--- src/rtl/rbx_pkg.sv ---
package rbx_pkg;

  typedef struct packed {
    logic [5:0] op;
    logic       zw;
    logic       cw;
    logic       rw;
    logic       imm;
    logic [3:0] cond;
    logic [8:0] dst;
    logic [8:0] src;
  } rbx_instr_t;

  localparam int unsigned RADDR_W = 9;

  localparam logic [5:0] OP_HUBB = 6'b000000;
  localparam logic [5:0] OP_HUBW = 6'b000001;
  localparam logic [5:0] OP_HUBL = 6'b000010;
  localparam logic [5:0] OP_SYS  = 6'b000011;
  localparam logic [5:0] OP_LINK = 6'b010111;
  localparam logic [5:0] OP_AND  = 6'b011000;
  localparam logic [5:0] OP_ANDN = 6'b011001;
  localparam logic [5:0] OP_SUB  = 6'b100001;
  localparam logic [5:0] OP_WPEQ = 6'b111100;
  localparam logic [5:0] OP_WPNE = 6'b111101;
  localparam logic [5:0] OP_WVID = 6'b111111;

endpackage

--- src/rtl/rbx_rst_sync.sv ---
module rbx_rst_sync #(
  parameter int unsigned STAGES = 2
) (
  input  logic clk,
  input  logic arst_n,
  output logic srst_n
);
  logic [STAGES-1:0] sh_q;

  always_ff @(posedge clk or negedge arst_n) begin
    if (!arst_n) sh_q <= '0;
    else         sh_q <= {sh_q[STAGES-2:0], 1'b1};
  end

  assign srst_n = sh_q[STAGES-1];
endmodule

--- src/rtl/rbx_cond.sv ---
module rbx_cond (
  input  logic [3:0] cond,
  input  logic       z,
  input  logic       c,
  output logic       pass
);
  // Truth-table condition: one bit per (C,Z) combination.
  assign pass = cond[{c, z}];
endmodule

--- src/rtl/rbx_alu.sv ---
module rbx_alu
  import rbx_pkg::*;
#(
  parameter int unsigned DW = 32
) (
  input  logic [5:0]         op,
  input  logic [DW-1:0]      d,
  input  logic [DW-1:0]      s,
  input  logic [RADDR_W-1:0] pc,
  input  logic [DW-1:0]      hub_rdata,
  output logic [DW-1:0]      res,
  output logic               z_o,
  output logic               c_o
);
  localparam int unsigned HI_W = DW - RADDR_W;

  logic [DW:0]          add_w;
  logic [DW:0]          sub_w;
  logic [RADDR_W-1:0]   ret_pc;

  assign add_w  = {1'b0, d} + {1'b0, s} + {{DW{1'b0}}, (op == OP_WPNE)};
  assign sub_w  = {1'b0, d} - {1'b0, s};
  assign ret_pc = pc + {{(RADDR_W-1){1'b0}}, 1'b1};

  always_comb begin
    res = d;
    c_o = 1'b0;
    unique case (op)
      OP_HUBB: res = {{(DW-8){1'b0}}, hub_rdata[7:0]};
      OP_HUBW: res = {{(DW-16){1'b0}}, hub_rdata[15:0]};
      OP_HUBL: res = hub_rdata;
      OP_SYS:  res = {{(DW-3){1'b0}}, d[2:0]};
      OP_LINK: res = {d[DW-1 -: HI_W], ret_pc};
      OP_AND: begin
        res = d & s;
        c_o = ^(d & s);
      end
      OP_ANDN: begin
        res = d & ~s;
        c_o = ^(d & ~s);
      end
      OP_SUB: begin
        res = sub_w[DW-1:0];
        c_o = sub_w[DW];
      end
      OP_WPEQ, OP_WPNE, OP_WVID: begin
        res = add_w[DW-1:0];
        c_o = add_w[DW];
      end
      default: begin
        res = d;
        c_o = 1'b0;
      end
    endcase
  end

  assign z_o = (res == '0);
endmodule

--- src/rtl/rbit_exec_unit.sv ---
module rbit_exec_unit
  import rbx_pkg::*;
#(
  parameter int unsigned DW          = 32,
  parameter int unsigned HUB_AW      = 16,
  parameter int unsigned SYNC_STAGES = 2
) (
  input  logic                 clk,
  input  logic                 rst_n,
  input  logic                 issue_valid,
  input  logic [31:0]          issue_instr,
  input  logic [RADDR_W-1:0]   issue_pc,
  input  logic [DW-1:0]        op_d,
  input  logic [DW-1:0]        op_s_reg,
  input  logic [DW-1:0]        hub_rdata,
  input  logic [DW-1:0]        pin_a,
  input  logic [DW-1:0]        pin_b,
  output logic                 hub_wr,
  output logic                 hub_rd,
  output logic [1:0]           hub_size,
  output logic [HUB_AW-1:0]    hub_addr,
  output logic [DW-1:0]        hub_wdata,
  output logic                 jump_taken,
  output logic [RADDR_W-1:0]   jump_target,
  output logic                 wait_hit,
  output logic                 rf_we,
  output logic [RADDR_W-1:0]   rf_waddr,
  output logic [DW-1:0]        rf_wdata,
  output logic                 flag_z,
  output logic                 flag_c
);
  localparam int unsigned IMM_PAD = DW - RADDR_W;

  rbx_instr_t ins;
  logic       srst_n;
  logic       pass;
  logic       fire;
  logic [DW-1:0] s_eff;
  logic [DW-1:0] alu_res;
  logic       alu_z, alu_c;
  logic       is_hub;
  logic [DW-1:0] port_sel;
  logic       port_eq;

  logic       we_d, we_q;
  logic [RADDR_W-1:0] waddr_q;
  logic [DW-1:0]      wdata_q;
  logic       z_d, z_q, c_d, c_q;

  assign ins = rbx_instr_t'(issue_instr);

  rbx_rst_sync #(.STAGES(SYNC_STAGES)) u_rst (
    .clk    (clk),
    .arst_n (rst_n),
    .srst_n (srst_n)
  );

  rbx_cond u_cond (
    .cond (ins.cond),
    .z    (z_q),
    .c    (c_q),
    .pass (pass)
  );

  assign s_eff = ins.imm ? {{IMM_PAD{1'b0}}, ins.src} : op_s_reg;
  assign fire  = issue_valid & pass;

  rbx_alu #(.DW(DW)) u_alu (
    .op        (ins.op),
    .d         (op_d),
    .s         (s_eff),
    .pc        (issue_pc),
    .hub_rdata (hub_rdata),
    .res       (alu_res),
    .z_o       (alu_z),
    .c_o       (alu_c)
  );

  // Hub side: one code pair, direction chosen by the result-write bit.
  assign is_hub    = (ins.op[5:2] == 4'b0000) && (ins.op[1:0] != 2'b11);
  assign hub_wr    = fire & is_hub & ~ins.rw;
  assign hub_rd    = fire & is_hub &  ins.rw;
  assign hub_size  = ins.op[1:0];
  assign hub_addr  = s_eff[HUB_AW-1:0];
  assign hub_wdata = op_d;

  assign jump_taken  = fire & (ins.op == OP_LINK);
  assign jump_target = s_eff[RADDR_W-1:0];

  // Port selection by carry flag, not by an opcode bit.
  assign port_sel = c_q ? pin_b : pin_a;
  assign port_eq  = ((port_sel & s_eff) == op_d);
  assign wait_hit = fire & (((ins.op == OP_WPEQ) & port_eq) |
                            ((ins.op == OP_WPNE) & ~port_eq));

  // Next-state
  always_comb begin
    we_d = fire & ins.rw;
    z_d  = (fire & ins.zw) ? alu_z : z_q;
    c_d  = (fire & ins.cw) ? alu_c : c_q;
  end

  // Registers
  always_ff @(posedge clk or negedge srst_n) begin
    if (!srst_n) begin
      we_q    <= 1'b0;
      waddr_q <= '0;
      wdata_q <= '0;
      z_q     <= 1'b0;
      c_q     <= 1'b0;
    end else begin
      we_q <= we_d;
      if (we_d) begin
        waddr_q <= ins.dst;
        wdata_q <= alu_res;
      end
      z_q <= z_d;
      c_q <= c_d;
    end
  end

  assign rf_we    = we_q;
  assign rf_waddr = waddr_q;
  assign rf_wdata = wdata_q;
  assign flag_z   = z_q;
  assign flag_c   = c_q;
endmodule

--- config.mk ---
export PLATFORM = sky130hd
export DESIGN_NAME = rbit_exec_unit
export DESIGN_NICKNAME = d
export VERILOG_FILES = /design/src/rtl/rbx_pkg.sv /design/src/rtl/rbx_rst_sync.sv /design/src/rtl/rbx_cond.sv /design/src/rtl/rbx_alu.sv /design/src/rtl/rbit_exec_unit.sv
export SDC_FILE = /design/constraint.sdc
export NUM_CORES = 1
export LEC_CHECK = 0
export ABC_CLOCK_PERIOD_IN_PS = 2200
export BUFFER_PORTS_ARGS = -buffer_cell sky130_fd_sc_hd__buf_4
export CAP_MARGIN = 5
export CELL_PAD_IN_SITES_DETAIL_PLACEMENT = 0
export CELL_PAD_IN_SITES_GLOBAL_PLACEMENT = 1
export CORE_MARGIN = 5
export CORE_UTILIZATION = 34
export DETAILED_ROUTE_END_ITERATION = 16
export PLACE_DENSITY_LB_ADDON = 0.25
export SYNTH_ARGS = -nofsm -noshare
export SYNTH_HDL_FRONTEND = slang
export SYNTH_SLANG_ARGS = --single-unit
--- constraint.sdc ---
create_clock -name clk -period 2.2 [get_ports clk]
set_clock_uncertainty 0.1 [all_clocks]
set_input_delay 0.22 -clock clk [delete_from_list [all_inputs] [get_ports clk]]
set_output_delay 0.22 -clock clk [all_outputs]
set_load 0.05 [all_outputs]
==> out/summary.md <==
The run finished, with violations left. The final reports fail on setup timing. The layout overhead on the synthesized area was 88.2%; the slack of the critical path was -1.67 ns. On the critical path, the stage with the largest delay is an instance of or4_4. The die width was 176 um.

The run gives 2352 as the final cell count without fillers. In this run the cell area of the synthesized design comes to 9330 um^2. Static timing analysis puts the maximum clock frequency at 0.258 GHz. The final wirelength came out at 54.4 mm. Including well taps, the total number of placed cells is 2297. The mean cell area of the mapped netlist is 7.36 um^2, and the transition time at the pin with the least slew margin is 0.810 ns. Yosys mapped the design onto 87 distinct sky130hd cell types. Setup repair after global routing could not meet its margin everywhere. For this run, asynchronously set or reset flops after synthesis account for 100%. The cell type group with the largest total delay on the critical path is simple AND/OR/NAND/NOR gates.

The total overflow left after global routing is 0. The share of the cycle needed by the critical path after routing works out to 176%. The tools report the synthesized netlist cell count as 1268.

The min-delay analysis places its worst path in the category input pin to register. For the end-of-flow core utilization, the log shows 65.1%. The logs give 13072 for the count of vias placed by the detailed router and 6 for the total iterations of the first detailed-routing run.

During I/O placement, the number of pins put on the boundary was 311. The tools report the data arrival at the endpoint of the critical path as 3.99 ns. CTS placed an instance of clkbuf_16 at the clock tree root. The tools report the max-capacitance violation count as 0. The signal on the critical path passes through buf_12 > buf_16 > mux2i_4 > inv_4 > ha_1 > nor2b_1 > or4_1 > o21a_1 > a2bb2oi_1 > mux2i_1 > a211o_1 > or4_4 > or4_4 > a2111oi_4 > nand4_1 > o21ai_1.

TritonCTS built the clock tree. Measured along the y axis, the die boundary spans 176 um. The worst setup path is launched from an input pin. In this run the deepest clock path goes through 2 buffers. The sum of negative setup slack came out at -29.53 ns. In this run the remaining antenna-violating nets after routing total 0.

The predominant post-synthesis flop cell was dfrtp_1. For the clock latency reported for the late side of the worst-skew pair, the log shows 0.29 ns. When the netlist entered floorplanning its net count stood at 1548. The tools report the max-slew headroom at the worst pin as 45.9%.

After clock tree synthesis, the clock-pin slew on the worst setup and hold paths is 0.07 ns. The region available for standard cell placement spans 27000 um^2. The CTS sink count was 46. The logs give 0 for the final max-slew violation count and 12.3% for the sequential element share of the synthesized area. The average wire per standard cell is 23.1 um. Global routing used 33.6% of the available tracks across all layers. The final number of hold-violating endpoints was 0.

Before CTS, the worst setup slack after placement is -2.22 ns. The maximum fanout count along the critical path was 10. Summed over its instances, the top area cell type makes up 12.3% of the synthesized netlist area. Yosys mapped a number of flops with a built-in enable equal to 0. Cell taking the most area after synthesis: dfrtp_1. Setup violations remaining at the end of the flow were counted as 34. The tools report the weighted congestion reported at the end of routability-driven placement as 1.04. The number of vias per cell after detailed routing was 5.56.

In the final design database the tool counted 2289 nets. Entering global routing, the biggest net connects 38 pins. Sorting the synthesized cells by area gives the leading types as dfrtp_1 (12%), ha_1 (9.8%), xnor2_1 (9.4%). The sequential cells in the finished layout cover a total of 1150 um^2.

The placed instances occupy a cell area of 15600 um^2. The cell that appears most often on the critical path is or4_4. The finished cells cover 17600 um^2.

The logs give 45.8 mm for the post-DP HPWL and 5 for the total CTS buffers. For the count of standard-cell rows, the log shows 60. In this run, synthesis produced a sequential element count of 46. The post-route netlist has 54.2% of its cells at a drive strength greater than 1. VDD sags by at most 424 uV. The Yosys step of the flow raised 0 warnings.

For the worst setup path, the data required time is 2.32 ns. Power spread over the standard cell area amounts to 440 nW/um^2. Summing all multi-input logic gate instances after layout gives 8910 um^2. The number of global-route vias before repair came out at 13316.

Once the floorplan was initialized, standard cells occupied 34.6% of the core. The initial DRC count came out at 1074. In the routed design, unresolved DRC markers number 0. The analysis attributes to cell leakage a power of 8.17 nW. The worst path needs 3.87 ns of the cycle, external delays included. Together, buffers and inverters on the worst path number 3. STA classifies the critical path endpoint as a register. In this run the number of H-tree levels came out at 2. The initial antenna violation count was 1; the floorplan die area was 30800 um^2.

The first global-routing pass estimated 80.4 mm of wire. The number of fill cells in the layout is 2437. The number of input and output port buffers inserted was 310.

On the worst path, the slowest cell contributes a delay of 0.55 ns. The critical path start-end classification was input pin to register.
logic make-up after synthesis:
| logic type | Yosys count | synth area share [%] |
|---|---|---|
| xor+xnor | 116 | 10.9 |
| other cells | 1 | 0.0402 |
| mux | 66 | 7.37 |
| buf+inv | 176 | 9.03 |
| flops | 46 | 12.3 |
| simple gates | 429 | 22.8 |
| fa+ha+maj | 76 | 10.4 |
| compound gates | 358 | 27.1 |
per-layer routing:
| metal | GRT usage, % | routed length (um) | vias up |
|---|---|---|---|
| li1 | - | - | 6108 |
| met1 | 42.9 | 22300 | 6273 |
| met2 | 57.8 | 25800 | 573 |
| met3 | 3.90 | 3550 | 118 |
| met4 | 13.1 | 2660 | 0 |
| met5 | 0 | 0 | - |
Yosys cell counts (6+ instances only):
master and n:
ha_1 73, o2111ai_1 6, nand2b_1 36, nand4_1 25, and2_1 10, or4_1 7
xor2_1 16, a222oi_1 27, o22ai_1 6, or2_2 6, a21boi_0 7, and3_1 12
buf_1 8, a21o_1 18, a22oi_1 8, o21a_1 9, a31oi_1 6, o31ai_1 13
nand3_1 29, o211ai_1 16, nor4_1 10, clkbuf_1 54, nor2b_1 16, nor2_1 96
mux2i_1 54, a221o_1 8, a21oi_1 81, nor3_1 24, xnor2_1 100, dfrtp_1 46
mux2_2 11, buf_4 43, a211oi_1 12, nand2_1 131, o21ai_0 65, inv_1 62
where the power goes:
group | switching [W] | total [W] | internal [W] | leakage (nW)
sequential | 0.000112 | 0.00113 | 0.00102 | 0.568
clock | 0.000330 | 0.000752 | 0.000422 | 0.0708
combinational | 0.00320 | 0.00583 | 0.00263 | 7.54
layout by cell type, fill, tap and decap left out, types with 12 or more instances in the layout:
master,count
nand3_1,27
mux2i_1,42
o211ai_1,16
nor3_1,16
inv_1,52
nor2b_1,13
a21oi_1,57
a222oi_1,27
buf_4,792
xnor2_1,96
buf_6,39
o21ai_0,41
a21oi_2,18
nand2b_1,23
nand4_1,25
xor2_1,14
a21o_1,17
nand2b_4,12
nor2_1,89
o21ai_1,13
ha_4,23
nand2_1,128
ha_1,47
dfrtp_1,44
o21ai_2,12
tightest hold or removal path, stage by stage:
cell and delay, ns:
buf_4 0.08, nand2_1 0.04, nand2_1 0.04
sequential cells by signal, indices dropped and copies added, names as in the netlist:
| name | count |
|---|---|
| u_rst.sh_q | 2 |
| flag_z | 1 |
| rf_waddr | 9 |
| flag_c | 1 |
| rf_wdata | 32 |
| rf_we | 1 |
path summary, 6_finish.rpt:
path | from | end | slack [ns] | cells past startpoint
hold reg to reg | u_rst.sh_q[1] | rf_wdata[5] | 0.15 | 0
hold / removal | issue_instr[12] | rf_waddr[3] | 0.01 | 3
min in group asynchronous | u_rst.sh_q[1] | rf_wdata[5] | 0.15 | 0
setup / recovery | issue_instr[22] | flag_z | -1.67 | 16
setup reg to reg | flag_z | flag_z | -0.82 | 11
max in group asynchronous | u_rst.sh_q[1] | rf_wdata[29] | 1.26 | 1
what timing repair did:
action / 4_1_cts / 5_1_grt
setup endpoints to repair: 37 / 37
cloned: 0 / 0
endpoints found under the hold margin: 2 / 0
pin swaps: 49 / 41
resized for setup: 216 / 72
hold buffers: 1 / 0
setup buffers: 44 / 14
metrics by stage:
stage                     hold WS (ns)  power [W]
after detailed placement       -0.0965    0.00631
after CTS                      0.00593    0.00756
after global routing            0.0172    0.00810
after global placement         -0.0981    0.00628
after floorplan                 -0.176    0.00392
final                           0.0128    0.00772
layout make-up:
type	instances	share of cell area (%)
repair buffers	845	37.9
diodes	1	0.0143
clock buffers	6	0.734
flip-flops and latches	46	6.57
clock inverters	2	0.0784
multi-input cells	1046	50.8
well taps	341	2.43
inverters	65	1.47
No activity file was read; power rests on OpenSTA's default activity.
